`config.mk`:
```
export PLATFORM = sky130hd
export DESIGN_NAME = tlb_fa
export DESIGN_NICKNAME = d
export VERILOG_FILES = /design/src/rtl/tlb_pkg.sv /design/src/rtl/tlb_prio_enc.sv /design/src/rtl/tlb_cam.sv /design/src/rtl/tlb_victim.sv /design/src/rtl/tlb_fa.sv
export SDC_FILE = /design/constraint.sdc
export NUM_CORES = 2
export LEC_CHECK = 0
export CORE_ASPECT_RATIO = 1.5
export CORE_MARGIN = 8
export CORE_UTILIZATION = 40
export CTS_BUF_LIST = sky130_fd_sc_hd__clkbuf_16
export DETAILED_ROUTE_END_ITERATION = 6
export PLACE_DENSITY = 0.67
export SLEW_MARGIN = 20
export SYNTH_ARGS = -nofsm -noshare
export SYNTH_HDL_FRONTEND = slang
export SYNTH_SLANG_ARGS = --single-unit
```
`constraint.sdc`:
```
create_clock -name clk -period 9.6 [get_ports clk]
set_input_delay 2.88 -clock clk [delete_from_list [all_inputs] [get_ports clk]]
set_output_delay 2.88 -clock clk [all_outputs]
set_load 0.01 [all_outputs]
```
`src/rtl/tlb_pkg.sv`:
```
package tlb_pkg;

    // Where the refill victim came from
    typedef enum logic [1:0] {
        VIC_MATCH = 2'd0,  // page already present: overwrite in place
        VIC_FREE  = 2'd1,  // lowest invalid slot
        VIC_COLD  = 2'd2,  // lowest slot with referenced flag clear
        VIC_ROUND = 2'd3   // rotating pointer
    } vic_src_e;

    // Outcome of a lookup
    typedef enum logic [1:0] {
        LK_IDLE  = 2'd0,
        LK_HIT   = 2'd1,
        LK_MISS  = 2'd2,
        LK_FAULT = 2'd3
    } lk_outcome_e;

endpackage

```
`src/rtl/tlb_prio_enc.sv`:
```
module tlb_prio_enc #(
    parameter int N     = 16,
    parameter int IDX_W = (N > 1) ? $clog2(N) : 1
) (
    input  logic [N-1:0]     req,
    output logic             found,
    output logic [IDX_W-1:0] idx
);

    // Lowest set index wins
    always_comb begin
        found = |req;
        idx   = '0;
        for (int i = N - 1; i >= 0; i--) begin
            if (req[i]) begin
                idx = IDX_W'(i);
            end
        end
    end

endmodule

```
`src/rtl/tlb_cam.sv`:
```
module tlb_cam #(
    parameter int N     = 16,
    parameter int TAG_W = 20,
    parameter int IDX_W = (N > 1) ? $clog2(N) : 1
) (
    input  logic [N-1:0]            valid,
    input  logic [N-1:0][TAG_W-1:0] tags,
    input  logic [TAG_W-1:0]        key,
    output logic [N-1:0]            match,
    output logic                    any,
    output logic [IDX_W-1:0]        idx
);

    // One comparator per slot, all in parallel
    for (genvar g = 0; g < N; g++) begin : g_cmp
        assign match[g] = valid[g] && (tags[g] == key);
    end

    tlb_prio_enc #(.N(N), .IDX_W(IDX_W)) enc_i (
        .req   (match),
        .found (any),
        .idx   (idx)
    );

endmodule

```
`src/rtl/tlb_victim.sv`:
```
module tlb_victim
    import tlb_pkg::*;
#(
    parameter int N     = 16,
    parameter int IDX_W = (N > 1) ? $clog2(N) : 1
) (
    input  logic [N-1:0]     valid,
    input  logic [N-1:0]     refd,
    input  logic [IDX_W-1:0] rr_ptr,
    input  logic             present,
    input  logic [IDX_W-1:0] present_idx,
    output logic [IDX_W-1:0] sel,
    output vic_src_e         src
);

    logic             free_found;
    logic [IDX_W-1:0] free_idx;
    logic             cold_found;
    logic [IDX_W-1:0] cold_idx;
    logic [N-1:0]     cold_req;

    assign cold_req = valid & ~refd;

    tlb_prio_enc #(.N(N), .IDX_W(IDX_W)) free_enc_i (
        .req   (~valid),
        .found (free_found),
        .idx   (free_idx)
    );

    tlb_prio_enc #(.N(N), .IDX_W(IDX_W)) cold_enc_i (
        .req   (cold_req),
        .found (cold_found),
        .idx   (cold_idx)
    );

    always_comb begin
        if (present) begin
            src = VIC_MATCH;
        end else if (free_found) begin
            src = VIC_FREE;
        end else if (cold_found) begin
            src = VIC_COLD;
        end else begin
            src = VIC_ROUND;
        end
    end

    always_comb begin
        unique case (src)
            VIC_MATCH: sel = present_idx;
            VIC_FREE:  sel = free_idx;
            VIC_COLD:  sel = cold_idx;
            VIC_ROUND: sel = rr_ptr;
            default:   sel = '0;
        endcase
    end

endmodule

```
`src/rtl/tlb_fa.sv`:
```
module tlb_fa
    import tlb_pkg::*;
#(
    parameter int NUM_ENTRIES = 16,
    parameter int VA_W        = 32,
    parameter int PA_W        = 32,
    parameter int OFF_W       = 12,
    localparam int VPN_W      = VA_W - OFF_W,
    localparam int PPN_W      = PA_W - OFF_W,
    localparam int IDX_W      = (NUM_ENTRIES > 1) ? $clog2(NUM_ENTRIES) : 1
) (
    input  logic             clk,
    input  logic             rst_n,
    input  logic             lk_valid,
    input  logic [VA_W-1:0]  lk_vaddr,
    input  logic             lk_write,
    input  logic             lk_super,
    output logic [PA_W-1:0]  lk_paddr,
    output logic             lk_hit,
    output logic             lk_miss,
    output logic             lk_prot_fault,
    input  logic             rf_valid,
    input  logic             rf_super,
    input  logic [VPN_W-1:0] rf_vpn,
    input  logic [PPN_W-1:0] rf_ppn,
    input  logic             rf_writable,
    input  logic             rf_sup_only,
    input  logic             clr_ref,
    input  logic             clr_super,
    input  logic             flush,
    output logic             ev_valid,
    output logic [VPN_W-1:0] ev_vpn,
    output logic             ev_ref,
    output logic             ev_dirty
);

    localparam logic [IDX_W-1:0] LAST_IDX = IDX_W'(NUM_ENTRIES - 1);

    // Slot state
    logic [NUM_ENTRIES-1:0]            e_valid, n_valid;
    logic [NUM_ENTRIES-1:0]            e_ref,   n_ref;
    logic [NUM_ENTRIES-1:0]            e_dirty, n_dirty;
    logic [NUM_ENTRIES-1:0]            e_wr,    n_wr;
    logic [NUM_ENTRIES-1:0]            e_so,    n_so;
    logic [NUM_ENTRIES-1:0][VPN_W-1:0] e_vpn,   n_vpn;
    logic [NUM_ENTRIES-1:0][PPN_W-1:0] e_ppn,   n_ppn;
    logic [IDX_W-1:0]                  rr_ptr,  n_rr_ptr;

    // Lookup side
    logic [VPN_W-1:0]       lk_vpn;
    logic [OFF_W-1:0]       lk_off;
    logic [NUM_ENTRIES-1:0] lk_match;
    logic                   lk_any;
    logic [IDX_W-1:0]       lk_idx;
    logic                   perm_bad;
    lk_outcome_e            outcome;

    // Refill side
    logic [NUM_ENTRIES-1:0] rf_match;
    logic                   rf_any;
    logic [IDX_W-1:0]       rf_idx;
    logic [IDX_W-1:0]       vsel;
    vic_src_e               vsrc;
    logic                   refill_en;
    logic                   clr_en;

    assign lk_vpn    = lk_vaddr[VA_W-1:OFF_W];
    assign lk_off    = lk_vaddr[OFF_W-1:0];
    assign refill_en = rf_valid && rf_super && !flush;
    assign clr_en    = clr_ref && clr_super;

    tlb_cam #(.N(NUM_ENTRIES), .TAG_W(VPN_W), .IDX_W(IDX_W)) lk_cam_i (
        .valid (e_valid),
        .tags  (e_vpn),
        .key   (lk_vpn),
        .match (lk_match),
        .any   (lk_any),
        .idx   (lk_idx)
    );

    tlb_cam #(.N(NUM_ENTRIES), .TAG_W(VPN_W), .IDX_W(IDX_W)) rf_cam_i (
        .valid (e_valid),
        .tags  (e_vpn),
        .key   (rf_vpn),
        .match (rf_match),
        .any   (rf_any),
        .idx   (rf_idx)
    );

    tlb_victim #(.N(NUM_ENTRIES), .IDX_W(IDX_W)) victim_i (
        .valid       (e_valid),
        .refd        (e_ref),
        .rr_ptr      (rr_ptr),
        .present     (rf_any),
        .present_idx (rf_idx),
        .sel         (vsel),
        .src         (vsrc)
    );

    // Permission check on the matched slot
    assign perm_bad = (lk_write && !e_wr[lk_idx]) || (!lk_super && e_so[lk_idx]);

    always_comb begin
        if (!lk_valid) begin
            outcome = LK_IDLE;
        end else if (!lk_any) begin
            outcome = LK_MISS;
        end else if (perm_bad) begin
            outcome = LK_FAULT;
        end else begin
            outcome = LK_HIT;
        end
    end

    // Output process
    always_comb begin
        lk_hit        = 1'b0;
        lk_miss       = 1'b0;
        lk_prot_fault = 1'b0;
        lk_paddr      = '0;
        unique case (outcome)
            LK_IDLE:  ;
            LK_HIT: begin
                lk_hit   = 1'b1;
                lk_paddr = {e_ppn[lk_idx], lk_off};
            end
            LK_MISS:  lk_miss       = 1'b1;
            LK_FAULT: lk_prot_fault = 1'b1;
            default:  ;
        endcase

        ev_valid = refill_en && e_valid[vsel];
        ev_vpn   = ev_valid ? e_vpn[vsel]   : '0;
        ev_ref   = ev_valid ? e_ref[vsel]   : 1'b0;
        ev_dirty = ev_valid ? e_dirty[vsel] : 1'b0;
    end

    // Next-state: clear, then hit update, then refill, then flush
    always_comb begin
        n_valid  = e_valid;
        n_ref    = e_ref;
        n_dirty  = e_dirty;
        n_wr     = e_wr;
        n_so     = e_so;
        n_vpn    = e_vpn;
        n_ppn    = e_ppn;
        n_rr_ptr = rr_ptr;

        if (clr_en) begin
            n_ref = '0;
        end

        if (outcome == LK_HIT) begin
            n_ref[lk_idx] = 1'b1;
            if (lk_write) begin
                n_dirty[lk_idx] = 1'b1;
            end
        end

        if (refill_en) begin
            n_valid[vsel] = 1'b1;
            n_vpn[vsel]   = rf_vpn;
            n_ppn[vsel]   = rf_ppn;
            n_wr[vsel]    = rf_writable;
            n_so[vsel]    = rf_sup_only;
            n_ref[vsel]   = 1'b0;
            n_dirty[vsel] = 1'b0;
            if (vsrc == VIC_ROUND) begin
                n_rr_ptr = (rr_ptr == LAST_IDX) ? '0 : rr_ptr + 1'b1;
            end
        end

        if (flush) begin
            n_valid = '0;
        end
    end

    // State register process
    always_ff @(posedge clk) begin
        if (!rst_n) begin
            e_valid <= '0;
            e_ref   <= '0;
            e_dirty <= '0;
            e_wr    <= '0;
            e_so    <= '0;
            e_vpn   <= '0;
            e_ppn   <= '0;
            rr_ptr  <= '0;
        end else begin
            e_valid <= n_valid;
            e_ref   <= n_ref;
            e_dirty <= n_dirty;
            e_wr    <= n_wr;
            e_so    <= n_so;
            e_vpn   <= n_vpn;
            e_ppn   <= n_ppn;
            rr_ptr  <= n_rr_ptr;
        end
    end

    // Assertions
    assert_one_outcome_R2: assert property (@(posedge clk) disable iff (!rst_n)
        $onehot0({lk_hit, lk_miss, lk_prot_fault}));

    assert_idle_quiet_R2: assert property (@(posedge clk) disable iff (!rst_n)
        !lk_valid |-> !(lk_hit || lk_miss || lk_prot_fault));

    assert_refill_visible_R6: assert property (@(posedge clk) disable iff (!rst_n)
        refill_en |=> !(lk_valid && lk_miss && (lk_vaddr[VA_W-1:OFF_W] == $past(rf_vpn))));

    assert_ref_on_hit_R4: assert property (@(posedge clk) disable iff (!rst_n)
        (lk_hit && !(refill_en && vsel == lk_idx)) |=> e_ref[$past(lk_idx)]);

    assert_dirty_on_write_R5: assert property (@(posedge clk) disable iff (!rst_n)
        (lk_hit && lk_write && !(refill_en && vsel == lk_idx)) |=> e_dirty[$past(lk_idx)]);

    assert_user_refill_ignored_R7: assert property (@(posedge clk) disable iff (!rst_n)
        (rf_valid && !rf_super && !flush) |=> $stable(e_valid));

    assert_victim_free_R8: assert property (@(posedge clk) disable iff (!rst_n)
        (refill_en && !rf_any && !(&e_valid)) |-> !e_valid[vsel]);

    assert_flush_empty_R10: assert property (@(posedge clk) disable iff (!rst_n)
        flush |=> (e_valid == '0));

endmodule

```
# After elaboration in Yosys (flattened, before gate mapping)
# Cells that the tools add are included.
[word_totals]
reg_bits = 724
out_inout_bits = 58
[op_classes]
n_addsub = 1
reduce_logical = 51
order_cmp = 4
bitwise_logic = 10
n_mux = 109
eq_ne = 39
[ops]
columns = ["op", "count"]
rows = [
  ["320-bit bitwise mux", 2],
  ["20-bit == test", 32],
  ["4-bit two-way mux", 65],
  ["20-bit binary-select mux with 4-bit select", 2],
  ["16-bit two-way mux", 6],
  ["20-bit demux with 4-bit select", 1],
  ["20-bit two-way mux", 4],
  ["16-bit OR reduction", 4],
  ["16-bit AND", 3],
  ["16-bit inverter", 3],
  ["16-bit OR", 3],
  ["1-bit logical AND", 40],
  ["16-bit bitwise mux", 2],
  ["32-bit two-way mux", 1],
  ["1-bit binary-select mux with 4-bit select", 5],
  ["4-bit one-hot mux with 4 select lines", 1],
  ["1-bit two-way mux", 13],
  ["4-bit by 5-bit less-than comparator with 1-bit output (second input constant)", 2],
  ["2-bit two-way mux", 5],
  ["1-bit demux with 4-bit select", 2],
  ["2-bit == test (second input constant)", 4],
  ["4-bit by 1-bit greater-or-equal comparator with 1-bit output (second input constant)", 2],
  ["4-bit by 1-bit adder with 4-bit output (second input constant)", 1],
  ["2-bit by 1-bit == test with 1-bit output (second input constant)", 2],
  ["7 further kinds", 9],
]

# Logic depth before layout (Yosys ltp)
[depth]
depth_word = 30
mapped_depth = 20
mapped_depth_nobuf = 14

# Hierarchy
# From an unflattened synthesis, not the netlist that was laid out.
[unflattened]
hier_cells = 4755
hier_area_um2 = 41798.8
[modules_own_cells]
columns = ["module", "instances", "cells_per_inst", "area_each_um2"]
rows = [
  ["tlb_fa", 1, 3622, 33136.8],
  ["tlb_cam", 2, 472, 3836.2],
  ["tlb_prio_enc", 4, 34, 176.4],
  ["tlb_victim", 1, 53, 284.0],
]

# Least setup slack after synthesis
# Ideal clock, no wire load.
[synth_timing]
path_type = "in2out"
start = "input port lk_vaddr[29]"
end = "output port lk_paddr[14]"
path_slack_ns = 0.081
stages = 20
path_buffers = 6
arrival_ns = 6.639
cell_sequence = "clkbuf_1 buf_2 xnor2_1 nand4_1 nor4_1 a211oi_1 o311a_1 or3_1 nor2b_1 buf_6 o41ai_2 a311o_1 nor2_1 a21o_1 buf_2 a211o_1 buf_6 inv_4 buf_6 o2111a_1"
[synth_between]
elab_chain_len = 28
word_cells_on_any_way = 64
[synth_rtl]
columns = ["element", "line_no", "text"]
rows = [
  ["start, declared", "tlb_fa.sv:15", "input logic [VA_W-1:0] lk_vaddr,"],
  ["20-bit == test", "tlb_cam.sv:16", "assign match[g] = valid[g] && (tags[g] == key);"],
  ["1-bit logical AND", "tlb_cam.sv:16", ""],
  ["4-bit two-way mux (16 in a row)", "tlb_prio_enc.sv:15", "if (req[i]) begin"],
  ["1-bit binary-select mux with 4-bit select", "tlb_fa.sv:101", "assign perm_bad = (lk_write && !e_wr[lk_idx]) || (!lk_super && e_so[lk_idx]);"],
  ["1-bit two-way mux (implied by the code)", "tlb_fa.sv:101", ""],
  ["1-bit logical NOT", "tlb_fa.sv:101", ""],
  ["1-bit logical AND", "tlb_fa.sv:101", ""],
  ["1-bit logical OR", "tlb_fa.sv:101", ""],
  ["2-bit two-way mux", "tlb_fa.sv:108", "end else if (perm_bad) begin"],
  ["2-bit two-way mux", "tlb_fa.sv:106", "end else if (!lk_any) begin"],
  ["2-bit two-way mux", "tlb_fa.sv:104", "if (!lk_valid) begin"],
  ["2-bit by 1-bit == test with 1-bit output", "tlb_fa.sv:121", "unique case (outcome)"],
  ["32-bit two-way mux *", "tlb_fa.sv:121", ""],
  ["end, declared", "tlb_fa.sv:18", "output logic [PA_W-1:0] lk_paddr,"],
]
# Mark *: on every way between the ends. The rest lies on a longest branch, timed or not. The select of a mux whose other input is x is not followed.

# Worst setup path after layout
[layout_timing]
start = "input port rf_vpn[15]"
end = "output port ev_vpn[7]"
[layout_between]
elab_chain_len = 23
word_cells_on_any_way = 61
[layout_rtl]
columns = ["element", "line_no", "text"]
rows = [
  ["start, declared", "tlb_fa.sv:24", "input logic [VPN_W-1:0] rf_vpn,"],
  ["20-bit == test", "tlb_cam.sv:16", ""],
  ["1-bit logical AND", "tlb_cam.sv:16", ""],
  ["4-bit two-way mux (16 in a row)", "tlb_prio_enc.sv:15", ""],
  ["4-bit one-hot mux with 4 select lines *", "tlb_victim.sv:49", "unique case (src)"],
  ["1-bit binary-select mux with 4-bit select", "tlb_fa.sv:132", "ev_valid = refill_en && e_valid[vsel];"],
  ["1-bit two-way mux (implied by the code)", "tlb_fa.sv:132", ""],
  ["1-bit logical AND", "tlb_fa.sv:132", ""],
  ["20-bit two-way mux *", "tlb_fa.sv:133", "ev_vpn = ev_valid ? e_vpn[vsel] : '0;"],
  ["end, declared", "tlb_fa.sv:32", "output logic [VPN_W-1:0] ev_vpn,"],
]
# Marked as above.

==> reports/results.txt <==
outcome = finished, violations left
failing checks = DRC, setup timing
Netlist cell types = 79
slew at the pin with the worst max-slew slack = 1070 ps
Cells after Synth = 5,697
post-route ant nets = 0
row count = 149
WS Path Type = in2out
Detailed Routing Iterations Pass 1 = 7
Placement Cell Area = 52,600 µm²
Synth warnings = 0
CTS Hold Buffers Added = 0
Peak Freq = 0.100 GHz
later-pin clock latency in the skew report = 720 ps
drt initial violations = 4,925
worst endpoint data arrival time = 7090 ps
gr busiest metal = met2
CP Capture Type = output port
CTS tree = done
met1 Use GR = 0.385
DRC violations left = 1
placed insts = 7,614
met2 usage = 0.628
flop-to-flop setup slack = 4180 ps
Synth top area share = 0.330
largest net degree at the start of global routing = 186
number of port buffers = 141
H-tree level count = 3
most frequent cell after synthesis = nand2_1
Longest Clk Path Bufs = 3
Post-synth top cells = nand2_1 (1,574), dfxtp_1 (724), a21boi_0 (678)
CTS buffer count = 76
full die area = 121,000 µm²
initial core utilization = 0.401
final hold violation count = 0
design area = 59,700 µm²
vias post-DR = 47,000
Synth Cell Area = 43,900 µm²
Post-synth ARST share = 0
Final Non-Filler Cells = 7,866
Wirelength per Cell = 30.2 µm
worst slack at placement = -2010 ps
register area share after synthesis = 0.330
unrepaired setup endpoints after global routing = yes
initial antenna violation count = 11
Worst-path clk slew = 60 ps
grt ovf = 0
first-pass GRT wire length = 329,000 µm
Final Worst Setup Slack = -373 ps
Final Setup Violations = 56
clock sink count = 724
Die Width = 286 µm
vias in the first global route = 45,800
ranking of synthesized cells by area = dfxtp_1 (33%), nand2_1 (13%), a21boi_0 (12%)
global routing usage on met3 = 0.0592
Worst Path Max Fanout = 6
Root Driver = clkbuf_16
post-route minimum period = 9970 ps
vias per cell = 5.98
Net Count, Synth = 5,782
Placer Congestion = 1.04
PD cells = 118 nW/µm²
Final Util = 0.546
prevailing post-synth register cell = dfxtp_1
I/O pin count = 142
Synth area leader = dfxtp_1
Leak = 21.7 nW
layout cells sized above 1 = 0.258
headroom to the max-slew limit = 0.284
worst-case vdd ir drop = 0.144 mV
Syn Area/Cell = 7.70 µm²
Layout Nets = 6,457
Core Footprint = 109,000 µm²
Syn-to-layout area delta = 36.1%
final wirelength = 238,000 µm
register bit count reported by yosys = 724
Tcrit/Tclk final = 1.04
Max Cap Viol = 0
clock skew = 32.3 ps
Max Slew Vio Count = 0
Die H = 422 µm
Hold Crit Class = reg2reg
GRT Total Usage = 0.374
CP required = 6720 ps
number of flops mapped to enable cells by yosys = 0
dpl hpwl = 171,000 µm
Worst setup SP type = primary input
where the power goes:
group	switching (mW)	internal [mW]	leakage (nW)
Sequential	0.00903	3.01	5.83
Clock	1.39	1.72	1.27
Combinational	0.480	0.410	14.6
Total	1.88	5.14	21.7
final timing paths:
check	from	endpoint	cells after the start
min reg2reg	e_dirty[0]	e_dirty[0]	2
max reg2reg	e_vpn[93]	e_vpn[276]	17
max	rf_vpn[15]	ev_vpn[7]	19
min	e_dirty[0]	e_dirty[0]	2
area by class of cell:
| class | count | area [µm²] |
|---|---|---|
| Antenna cell | 3 | 7.51 |
| Clock buffer | 77 | 1930 |
| Clock inverter | 58 | 606 |
| Fill cell | 10100 | 49700 |
| Inverter | 20 | 97.6 |
| Multi-Input combinational cell | 4447 | 30300 |
| Sequential cell | 724 | 14500 |
| Tap cell | 1434 | 1790 |
| Timing Repair Buffer | 1102 | 10500 |
| Timing Repair inverter | 1 | 11.3 |
flip-flops by register name, summed over array words and instances, names as in the netlist:
register / cells
e_ppn: 320
e_vpn: 320
e_dirty: 16
e_ref: 16
e_so: 16
e_valid: 16
e_wr: 16
rr_ptr: 4
kinds of logic (layout without fill, tap and decap cells):
family,Yosys count,count (layout),share of synthesized area
other cells,0,3,0
flops,724,724,0.330
simple gates,2423,2423,0.250
xor+xnor,641,641,0.128
mux,243,243,0.0575
compound gates,1139,1139,0.185
buf+inv,526,1258,0.0484
fa+ha+maj,1,1,0.000285
metrics by stage:
stage | hold slack, ps | power [mW] | TNS [ps]
floorplan | 423 | 3.45 | 0
CTS | 450 | 6.98 | -9470
finish | 452 | 7.02 | -12830
global placement | 436 | 3.83 | -84400
global route | 472 | 7.17 | -16470
detailed placement | 443 | 3.83 | -81750
per-layer routing:
metal / part of all wire / routed length [µm] / vias to the layer above
met4: 0.13 / 30200 / 4
li1: - / - / 20800
met2: 0.47 / 111000 / 2577
met1: 0.34 / 80000 / 22500
met3: 0.069 / 16400 / 1089
met5: 0.00012 / 29 / -
critical path, stage by stage:
cell and delay [ps]:
buf_12 120, buf_16 170, xnor2_4 160, nand4_1 180, nor4_4 330, nand4_1 150
buf_6 200, o211ai_1 340, a311oi_4 180, or4_4 490, o21a_4 170, buf_12 150
buf_16 150, buf_12 130, buf_8 130, mux2_2 270, o211ai_1 490, a31oi_4 190
buf_6 160
placed cells by master, fill, tap and decap left out, drive strengths merged, types with 20 or more instances in the layout:
master         count
xor2             142
nor2b             22
nor2             136
nor4b             22
mux2i            189
nand2b            25
nor4              82
nand2           1574
nor3              49
nand4            216
and2              24
a221oi            22
o22ai             65
or2               20
nand3             99
or3               44
clkinv            28
xnor2            499
dfxtp            724
a21oi            103
o21ai            106
a21boi           678
and3              27
clkdlybuf4s50     43
buf             1047
clkbuf            83
inv               35
mux2              52
timing repair:
item,4_1_cts,5_1_grt
gates resized for setup,790,213
endpoints found under the setup margin,58,57
pin swaps,136,78
gates cloned,13,4
setup buffers,77,39
Power figures use the tool's default switching activity.
